<file path="src/rtl/acc_seq_pkg.sv">
package acc_seq_pkg;

  localparam int OPC_W = 4;

  localparam logic [OPC_W-1:0] OP_HALT  = 4'd0;
  localparam logic [OPC_W-1:0] OP_LOAD  = 4'd1;
  localparam logic [OPC_W-1:0] OP_STORE = 4'd2;
  localparam logic [OPC_W-1:0] OP_ADD   = 4'd3;
  localparam logic [OPC_W-1:0] OP_ADDI  = 4'd4;
  localparam logic [OPC_W-1:0] OP_BR    = 4'd5;
  localparam logic [OPC_W-1:0] OP_BRZ   = 4'd6;
  localparam logic [OPC_W-1:0] OP_BRN   = 4'd7;

  typedef enum logic [3:0] {
    ST_FADDR,
    ST_FREAD,
    ST_FCAP,
    ST_FIR,
    ST_DEC,
    ST_OREAD,
    ST_OCAP,
    ST_EXEC,
    ST_SMDR,
    ST_SWR,
    ST_HALT
  } seq_state_t;

  typedef enum logic [1:0] {
    ACC_HOLD,
    ACC_LOAD,
    ACC_ADD,
    ACC_ADDI
  } acc_op_t;

  typedef struct packed {
    logic    mar_pc;
    logic    mar_ir;
    logic    mdr_mem;
    logic    mdr_acc;
    logic    ir_ld;
    logic    pc_inc;
    logic    pc_ld;
    acc_op_t acc_op;
  } seq_ctl_t;

endpackage

</file>
<file path="src/rtl/acc_seq_ctrl.sv">
module acc_seq_ctrl
  import acc_seq_pkg::*;
(
  input  logic             clk,
  input  logic             rst,
  input  logic [OPC_W-1:0] opcode,
  input  logic             flag_z,
  input  logic             flag_n,
  output seq_ctl_t         ctl,
  output logic             mem_rd,
  output logic             mem_wr,
  output logic             halted
);

  seq_state_t state, state_n;
  logic       rd_q, wr_q, halt_q;

  always_comb begin
    ctl     = '0;
    state_n = state;
    case (state)
      ST_FADDR: begin
        ctl.mar_pc = 1'b1;
        state_n    = ST_FREAD;
      end
      ST_FREAD: state_n = ST_FCAP;
      ST_FCAP: begin
        ctl.mdr_mem = 1'b1;
        ctl.pc_inc  = 1'b1;
        state_n     = ST_FIR;
      end
      ST_FIR: begin
        ctl.ir_ld = 1'b1;
        state_n   = ST_DEC;
      end
      ST_DEC: begin
        state_n = ST_FADDR;
        case (opcode)
          OP_HALT: state_n = ST_HALT;
          OP_LOAD, OP_ADD: begin
            ctl.mar_ir = 1'b1;
            state_n    = ST_OREAD;
          end
          OP_STORE: begin
            ctl.mar_ir = 1'b1;
            state_n    = ST_SMDR;
          end
          OP_ADDI: ctl.acc_op = ACC_ADDI;
          OP_BR:   ctl.pc_ld  = 1'b1;
          OP_BRZ:  ctl.pc_ld  = flag_z;
          OP_BRN:  ctl.pc_ld  = flag_n;
          default: state_n = ST_FADDR;
        endcase
      end
      ST_OREAD: state_n = ST_OCAP;
      ST_OCAP: begin
        ctl.mdr_mem = 1'b1;
        state_n     = ST_EXEC;
      end
      ST_EXEC: begin
        ctl.acc_op = (opcode == OP_LOAD) ? ACC_LOAD : ACC_ADD;
        state_n    = ST_FADDR;
      end
      ST_SMDR: begin
        ctl.mdr_acc = 1'b1;
        state_n     = ST_SWR;
      end
      ST_SWR:  state_n = ST_FADDR;
      ST_HALT: state_n = ST_HALT;
      default: state_n = ST_FADDR;
    endcase
  end

  always_ff @(posedge clk) begin
    if (rst) begin
      state  <= ST_FADDR;
      rd_q   <= 1'b0;
      wr_q   <= 1'b0;
      halt_q <= 1'b0;
    end else begin
      state  <= state_n;
      rd_q   <= (state_n == ST_FREAD) || (state_n == ST_OREAD);
      wr_q   <= (state_n == ST_SWR);
      halt_q <= (state_n == ST_HALT);
    end
  end

  assign mem_rd = rd_q;
  assign mem_wr = wr_q;
  assign halted = halt_q;

  assert_rw_excl_R11: assert property (@(posedge clk) disable iff (rst)
    !(mem_rd && mem_wr));

  assert_capture_after_rd_R11: assert property (@(posedge clk) disable iff (rst)
    ((state == ST_FCAP) || (state == ST_OCAP)) |-> $past(mem_rd));

  assert_halt_quiet_R10: assert property (@(posedge clk) disable iff (rst)
    halted |-> (!mem_rd && !mem_wr));

  assert_halt_sticky_R10: assert property (@(posedge clk) disable iff (rst)
    halted |=> halted);

  assert_dec_after_ir_R2: assert property (@(posedge clk) disable iff (rst)
    (state == ST_DEC) |-> ($past(state) == ST_FIR));

endmodule

</file>
<file path="src/rtl/acc_seq_dpath.sv">
module acc_seq_dpath
  import acc_seq_pkg::*;
#(
  parameter int DW = 16,
  parameter int AW = 12
) (
  input  logic             clk,
  input  logic             rst,
  input  seq_ctl_t         ctl,
  input  logic [DW-1:0]    mem_rdata,
  output logic [AW-1:0]    mem_addr,
  output logic [DW-1:0]    mem_wdata,
  output logic [OPC_W-1:0] opcode,
  output logic             flag_z,
  output logic             flag_n,
  output logic [DW-1:0]    acc_o
);

  logic [AW-1:0] pc, mar;
  logic [DW-1:0] mdr, ir, acc, alu_res;
  logic          z_q, n_q;
  logic [AW-1:0] ir_field;

  assign ir_field = ir[AW-1:0];

  always_comb begin
    case (ctl.acc_op)
      ACC_LOAD: alu_res = mdr;
      ACC_ADD:  alu_res = acc + mdr;
      ACC_ADDI: alu_res = acc + DW'(ir_field);
      default:  alu_res = acc;
    endcase
  end

  always_ff @(posedge clk) begin
    if (rst) begin
      pc  <= '0;
      mar <= '0;
      mdr <= '0;
      ir  <= '0;
      acc <= '0;
      z_q <= 1'b0;
      n_q <= 1'b0;
    end else begin
      if (ctl.mar_pc)      mar <= pc;
      else if (ctl.mar_ir) mar <= ir_field;

      if (ctl.mdr_mem)      mdr <= mem_rdata;
      else if (ctl.mdr_acc) mdr <= acc;

      if (ctl.ir_ld) ir <= mdr;

      if (ctl.pc_ld)       pc <= ir_field;
      else if (ctl.pc_inc) pc <= pc + AW'(1);

      if (ctl.acc_op != ACC_HOLD) begin
        acc <= alu_res;
        z_q <= (alu_res == '0);
        n_q <= alu_res[DW-1];
      end
    end
  end

  assign mem_addr  = mar;
  assign mem_wdata = mdr;
  assign opcode    = ir[DW-1 -: OPC_W];
  assign flag_z    = z_q;
  assign flag_n    = n_q;
  assign acc_o     = acc;

  assert_flags_hold_R9: assert property (@(posedge clk) disable iff (rst)
    (ctl.acc_op == ACC_HOLD) |=> $stable({z_q, n_q}));

  assert_pc_step_R2: assert property (@(posedge clk) disable iff (rst)
    ctl.pc_inc |=> (pc == $past(pc) + AW'(1)));

  assert_z_matches_acc_R4: assert property (@(posedge clk) disable iff (rst)
    (ctl.acc_op != ACC_HOLD) |=> (z_q == (acc == '0)));

endmodule

</file>
<file path="src/rtl/acc_seq_top.sv">
module acc_seq_top
  import acc_seq_pkg::*;
#(
  parameter  int DATA_W = 16,
  localparam int ADDR_W = DATA_W - OPC_W
) (
  input  logic              clk,
  input  logic              rst,
  output logic [ADDR_W-1:0] mem_addr,
  output logic              mem_rd,
  output logic              mem_wr,
  output logic [DATA_W-1:0] mem_wdata,
  input  logic [DATA_W-1:0] mem_rdata,
  output logic              halted
);

  seq_ctl_t         ctl;
  logic [OPC_W-1:0] opcode;
  logic             flag_z, flag_n;
  logic [DATA_W-1:0] acc;

  acc_seq_ctrl u_ctrl (
    .clk    (clk),
    .rst    (rst),
    .opcode (opcode),
    .flag_z (flag_z),
    .flag_n (flag_n),
    .ctl    (ctl),
    .mem_rd (mem_rd),
    .mem_wr (mem_wr),
    .halted (halted)
  );

  acc_seq_dpath #(
    .DW (DATA_W),
    .AW (ADDR_W)
  ) u_dpath (
    .clk       (clk),
    .rst       (rst),
    .ctl       (ctl),
    .mem_rdata (mem_rdata),
    .mem_addr  (mem_addr),
    .mem_wdata (mem_wdata),
    .opcode    (opcode),
    .flag_z    (flag_z),
    .flag_n    (flag_n),
    .acc_o     (acc)
  );

  assert_store_data_R6: assert property (@(posedge clk) disable iff (rst)
    mem_wr |-> (mem_wdata == acc));

endmodule

</file>
<file path="config.mk">
export PLATFORM = sky130hd
export DESIGN_NAME = acc_seq_top
export DESIGN_NICKNAME = d
export VERILOG_FILES = /design/src/rtl/acc_seq_pkg.sv /design/src/rtl/acc_seq_ctrl.sv /design/src/rtl/acc_seq_dpath.sv /design/src/rtl/acc_seq_top.sv
export SDC_FILE = /design/constraint.sdc
export NUM_CORES = 1
export LEC_CHECK = 0
export ABC_AREA = 1
export CAP_MARGIN = 40
export CORE_UTILIZATION = 64
export DETAILED_ROUTE_END_ITERATION = 10
export DONT_BUFFER_PORTS = 1
export HOLD_SLACK_MARGIN = 0.06
export PLACE_DENSITY = 0.83
export RECOVER_POWER = 100
export SETUP_SLACK_MARGIN = 0.3
export SLEW_MARGIN = 15
export SYNTH_ARGS = -nofsm -noshare
export SYNTH_HDL_FRONTEND = slang
export SYNTH_SLANG_ARGS = --single-unit
</file>
<file path="constraint.sdc">
create_clock -name clk -period 3.3 [get_ports clk]
set_input_delay 0.33 -clock clk [delete_from_list [all_inputs] [get_ports clk]]
set_output_delay 0.33 -clock clk [all_outputs]
set_load 0.02 [all_outputs]
</file>
* Word-level counts from Yosys, hierarchy flattened
Index checks and enable logic that the tools add are counted.
Storage, ports and cells: bits in writable memories 0, input bits 18, bits in read-only memories 0, bits in latches 0, bits in registers 81, memories kept 0, output and inout bits 31
Cells by class: eq/ne operators 23, reductions and logical operators 11, bitwise logic cells 0, div/mod/pow operators 0, shifts and indexed selects 0, $add $sub $neg 3, multipliers 0, magnitude comparators 0, multiplexer cells 21
Operator list (count):
- 12-bit 2-to-1 mux | 4
- 16-bit case mux with 3 select lines | 1
- 4-bit by 3-bit == test with 1-bit output (second input constant) | 9
- 4-bit case mux with 9 select lines | 1
- 16-bit 2-to-1 mux | 2
- 16-bit by 12-bit adder with 16-bit output | 1
- 16-bit adder | 1
- 4-bit by 2-bit == test with 1-bit output (second input constant) | 4
- 4-bit == test (second input constant) | 4
- 16-bit logical NOT | 1
- 12-bit by 1-bit adder with 12-bit output (second input constant) | 1
- 4-bit by 1-bit == test with 1-bit output (second input constant) | 3
- 4-bit case mux with 3 select lines | 1
- 4-bit logical NOT | 2
- 1-bit 2-to-1 mux | 8
- 2-bit nonzero test | 4
- 2-bit == test (second input constant) | 2
- 2-bit 2-to-1 mux | 2
- 2-bit case mux with 2 select lines | 1
- 2-bit OR reduction | 2
- 1-bit case mux with 3 select lines | 1
- 3-bit OR reduction | 1
- 2-bit by 1-bit == test with 1-bit output (second input constant) | 1
- 1-bit logical OR | 1

* Longest topological paths before layout
depth in word-level cells 6, mapped depth 24

* Hierarchy
Synthesis repeated with hierarchy kept, for this count alone.
Unflattened totals: cell total of the unflattened synthesis 750, area, all modules 4880.9 um2
By module, submodules not included:
- acc_seq_dpath | cells each 677, area an instance 4434.3 um2, times used 1
- acc_seq_ctrl | cells each 73, area an instance 446.7 um2, times used 1

* Worst setup path before layout
No wires, ideal clock.
path kind reg2reg, from register u_ctrl.state[3], to register u_dpath.z_q (netlist: u_dpath.flag_z), data required time 3.233 ns, slack 0.352 ns, arrival 2.881 ns, period minus slack after synthesis 2.948 ns, setup time 0.067 ns, stages on the path, launching flop included 24, path through dfxtp_1 inv_1 nand2_2 nor2_4 nand2_8 buf_6 clkbuf_1 o21ai_0 ha_1 inv_1 fa_1 inv_1 nand3_1 nand2_1 nand2_1 nand2_1 nand2_1 nand3_1 nand2_1 nor2_1 nand3_1 nor2_1 nand3_1 a21oi_2
On the way: longest elaborated chain between the ends 5
RTL lines:
- start, declared | RTL line acc_seq_ctrl.sv:15 | seq_state_t state, state_n;
- start signal, assigned | RTL line acc_seq_ctrl.sv:81 | state <= state_n;
- 4-bit by 3-bit == test with 1-bit output | RTL line acc_seq_ctrl.sv:21 | case (state)
- 2-bit case mux with 2 select lines * | RTL line acc_seq_ctrl.sv:21
- 2-bit == test / 2-bit by 1-bit == test with 1-bit output (equally long branches) | RTL line acc_seq_dpath.sv:27 | case (ctl.acc_op)
- 16-bit case mux with 3 select lines | RTL line acc_seq_dpath.sv:27
- 16-bit logical NOT | RTL line acc_seq_dpath.sv:58 | z_q <= (alu_res == '0);
- end signal, assigned | RTL line acc_seq_dpath.sv:58
- end, declared | RTL line acc_seq_dpath.sv:21 | logic z_q, n_q;
Mark *: on every way between the ends. The rest lies on a longest branch, timed or not. A chain may end at the register's enable or synchronous reset.

* Final worst setup path
from register u_ctrl.state[1], to register u_dpath.z_q (netlist: u_dpath.flag_z)
The elaborated chain is that of the path after synthesis.

==> impl_metrics.csv <==
group,metric,value,unit
outcome,status,"completed",
timing,slew_viol_final,0,
clocking,cts.clk_slew.worst_paths,80,ps
timing,finalCriticalPeriod,2960,ps
global_routing,antenna_found_initial,0,
worst_setup_path,slowest_stage,"dfxtp_1",
hold_path,hold_path.class,"input pin to register",
worst_setup_path,crit_path_max_fanout,11,
detailed_routing,drtIter0Drc,404,
synth,netlist_top_cells_area,"dfxtp_1 (33%), nand2_1 (16%), inv_1 (8.1%)",
timing,finalHoldViolCount,0,
floorplan,dieArea,7870,um^2
detailed_routing,route.detailed.drc,0,
place,dp.cells,827,
clocking,clk_latency,360,ps
run,maxCapViolations,0,
worst_setup_path,start_kind,"register",
worst_setup_path,cp-end-kind,"register",
power_and_ir_drop,max-vdd-ir-drop,443,uV
timing,maxSlewHeadroom,0.0765,
detailed_routing,final_antenna_net_count,0,
timing,setup-violations-final,0,
synth,ys.flop_type,"dfxtp_1",
layout,num_antenna_cells,0,
timing,post-route-worst-setup-slack,342,ps
floorplan,die_w,88.7,um
worst_setup_path,arrival,3260,ps
synth,syn-num-nets,779,
worst_setup_path,critical_path.max_stage_delay,420,ps
detailed_routing,wirelength,13800,um
global_routing,grt_pass1_wl,21000,um
synth,ys_ff_latch,80,
power_and_ir_drop,p_leak,2.32,nW
detailed_routing,vias,4990,
global_routing,track_usage,0.353,
detailed_routing,first_pass_iters,8,
worst_setup_path,r2r_slack,340,ps
clocking,clock_path_buffers,2,
floorplan,core_area,7250,um^2
synth,netlist_area,4810,um^2
floorplan,start_util,0.664,
layout,syn_to_final_growth,9.28,%
layout,final_area,5260,um^2
floorplan,die_h,88.7,um
timing,tns,0,ps
synth,ys_seq_area_frac,0.333,
synth,async_flop_share,0,
synth,yosys_warnings,0,
power_and_ir_drop,power.total,2.85,mW
timing,finClkSkew,7.18,ps
synth,ys_types,43,
timing,timing.fmax,338,MHz
clocking,cts_tree,"done",
place,dp_worst_setup_slack,142,ps
synth,syn_inst,742,
worst_setup_path,crit_chain,"inv_1 > nand2_2 > nor2_4 > nand2_8 > clkinvlp_4 > buf_12 > nand2_1 > o21ai_0 > ha_1 > nand2_2 > inv_1 > a21oi_2 > inv_1 > a21oi_2 > nand3_1 > nand3_2 > nand3_1 > nor2_1 > nand3_1 > a21oi_2",
clocking,cts_root_buf,"clkbuf_8",
worst_setup_path,critPathTopFamily,"simple AND/OR/NAND/NOR gates",
worst_setup_path,required,3600,ps
synth,synth_edf_count,0,
place,dp_hpwl,9980,um
global_routing,grt-ovfl-total,0,
synth,netlist.area_leader.share,0.333,
power_and_ir_drop,powerDensity,542,nW/um^2
layout,nets,786,
timing,rsz0062_at_grt,"no",
place,io_buffers,0,
detailed_routing,vias_per_cell,5.85,
clocking,clock_sinks,80,
synth,yosysTopAreaCell,"dfxtp_1",
clocking,cts-buffers-inserted,9,
global_routing,grt_max_degree,39,
timing,tightest_slew,1380,ps
global_routing,grt_pass1_vias,4393,
floorplan,pin_count,49,
layout,final_cells,853,
place,postPlaceCellArea,4900,um^2
worst_setup_path,crit_buf_inv,5,
clocking,htree_levels,3,
timing,period_share,0.896,
place,gp_congestion,0.982,
layout,drive_above_1_share,0.113,
detailed_routing,wl_per_cell,16.2,um
floorplan,rows,31,
synth,synth.avg_cell_area,6.49,um^2
layout,fill_cells,635,
worst_setup_path,worst-setup-path-type,"register to register",
[state kept, by name, indices dropped and copies added, names as in the netlist]
register and count:
u_dpath.acc_o 16, u_dpath.ir 16, u_dpath.mem_wdata 16, u_dpath.mem_addr 12, u_dpath.pc 12, u_ctrl.state 4
u_ctrl.halted 1, u_ctrl.mem_rd 1, u_ctrl.mem_wr 1, u_dpath.flag_z 1
[power breakdown]
part / internal, mW / switching (mW) / total (mW)
Combinational: 0.246 / 0.570 / 0.816
Clock: 0.276 / 0.381 / 0.656
Sequential: 1.12 / 0.259 / 1.38
[routing by layer]
layer / track usage / vias to the layer above / share of wire / wire, um
met5: 0 / - / 0 / 0
met4: 0.126 / 0 / 0.028 / 386
met3: 0.0821 / 48 / 0.10 / 1430
met2: 0.569 / 267 / 0.45 / 6280
met1: 0.464 / 2267 / 0.41 / 5730
li1: - / 2408 / - / -
[cell families (layout without fill, tap and decap cells)]
| family | count (synthesis) | after routing | share of synthesized area |
|---|---|---|---|
| fa+ha+maj | 19 | 19 | 0.0509 |
| flops | 80 | 80 | 0.333 |
| xor+xnor | 12 | 12 | 0.0218 |
| compound gates | 145 | 145 | 0.168 |
| buf+inv | 136 | 148 | 0.112 |
| simple gates | 350 | 350 | 0.314 |
[timing repair]
action	CTS	global route
pin swaps	0	8
hold buffers	1	0
endpoints found under the hold margin	38	0
endpoints found under the setup margin	1	3
setup buffers	1	8
gates resized for setup	4	41
[layout by cell type (no fill, tap or decap), drive strengths merged]
cell type / instances
xnor2: 2
or2: 3
a221oi: 7
dfxtp: 80
nand4: 6
nor3: 3
o211ai: 1
nand2: 213
nor3b: 1
nand3: 44
o22ai: 4
o221ai: 1
buf: 14
a22oi: 1
nand3b: 1
nor4: 1
a211oi: 2
inv: 110
nor2: 75
xor2: 10
clkbuf: 16
a31oi: 26
clkinv: 4
and2: 3
o21ai: 58
fa: 1
clkinvlp: 4
o21bai: 1
a21oi: 44
ha: 18
[through the flow]
stage | hold slack (ps) | util
after detailed placement | 400 | 0.676
after global placement | 399 | 0.676
after floorplan | 444 | -
after CTS | 129 | 0.706
final | 133 | 0.725
after global routing | 124 | 0.725
[worst register-to-register path, cell delays in order (launching register included)]
cell and delay [ps]:
dfxtp_1 420, inv_1 110, nand2_2 110, nor2_4 70
nand2_8 100, clkinvlp_4 180, buf_12 180, nand2_1 60
o21ai_0 100, ha_1 390, nand2_2 150, inv_1 60
a21oi_2 170, inv_1 80, a21oi_2 160, nand3_1 110
nand3_2 100, nand3_1 70, nor2_1 110, nand3_1 80
a21oi_2 110
[final cells by class]
cell class | count | area [um^2] | area share
clock buffers | 10 | 128 | 0.0243
clock inverters | 6 | 45.0 | 0.00856
inverters | 112 | 432 | 0.0820
multi-input cells | 526 | 2770 | 0.526
flip-flops and latches | 80 | 1610 | 0.306
well taps | 99 | 124 | 0.0235
repair buffers | 20 | 156 | 0.0297
[worst paths after layout]
check,startpoint,depth (start not counted),endpoint
setup reg to reg,u_ctrl.state[1],20,u_dpath.flag_z
setup / recovery,u_ctrl.state[1],20,u_dpath.flag_z
hold reg to reg,u_dpath.pc[4],2,u_dpath.mem_addr[4]
hold / removal,mem_rdata[7],2,u_dpath.mem_wdata[7]
[Yosys cell counts (2+ instances only)]
cell type  count
and2_1         3
a31oi_1       26
nor3_1         3
nor2_2         4
nand4_1        5
buf_6          2
inv_1        104
a211oi_1       2
nor2_1        69
clkinv_1       2
nand3_1       44
a221oi_1       7
xor2_1        10
inv_2          5
o21ai_0       56
a21oi_1       43
nand2_2        5
dfxtp_1       80
buf_2          4
or2_2          3
clkbuf_1      16
nand2_1      205
xnor2_1        2
o21ai_1        2
ha_1          18
o22ai_1        4
nand2_8        2
(Power assumes the default switching activity.)
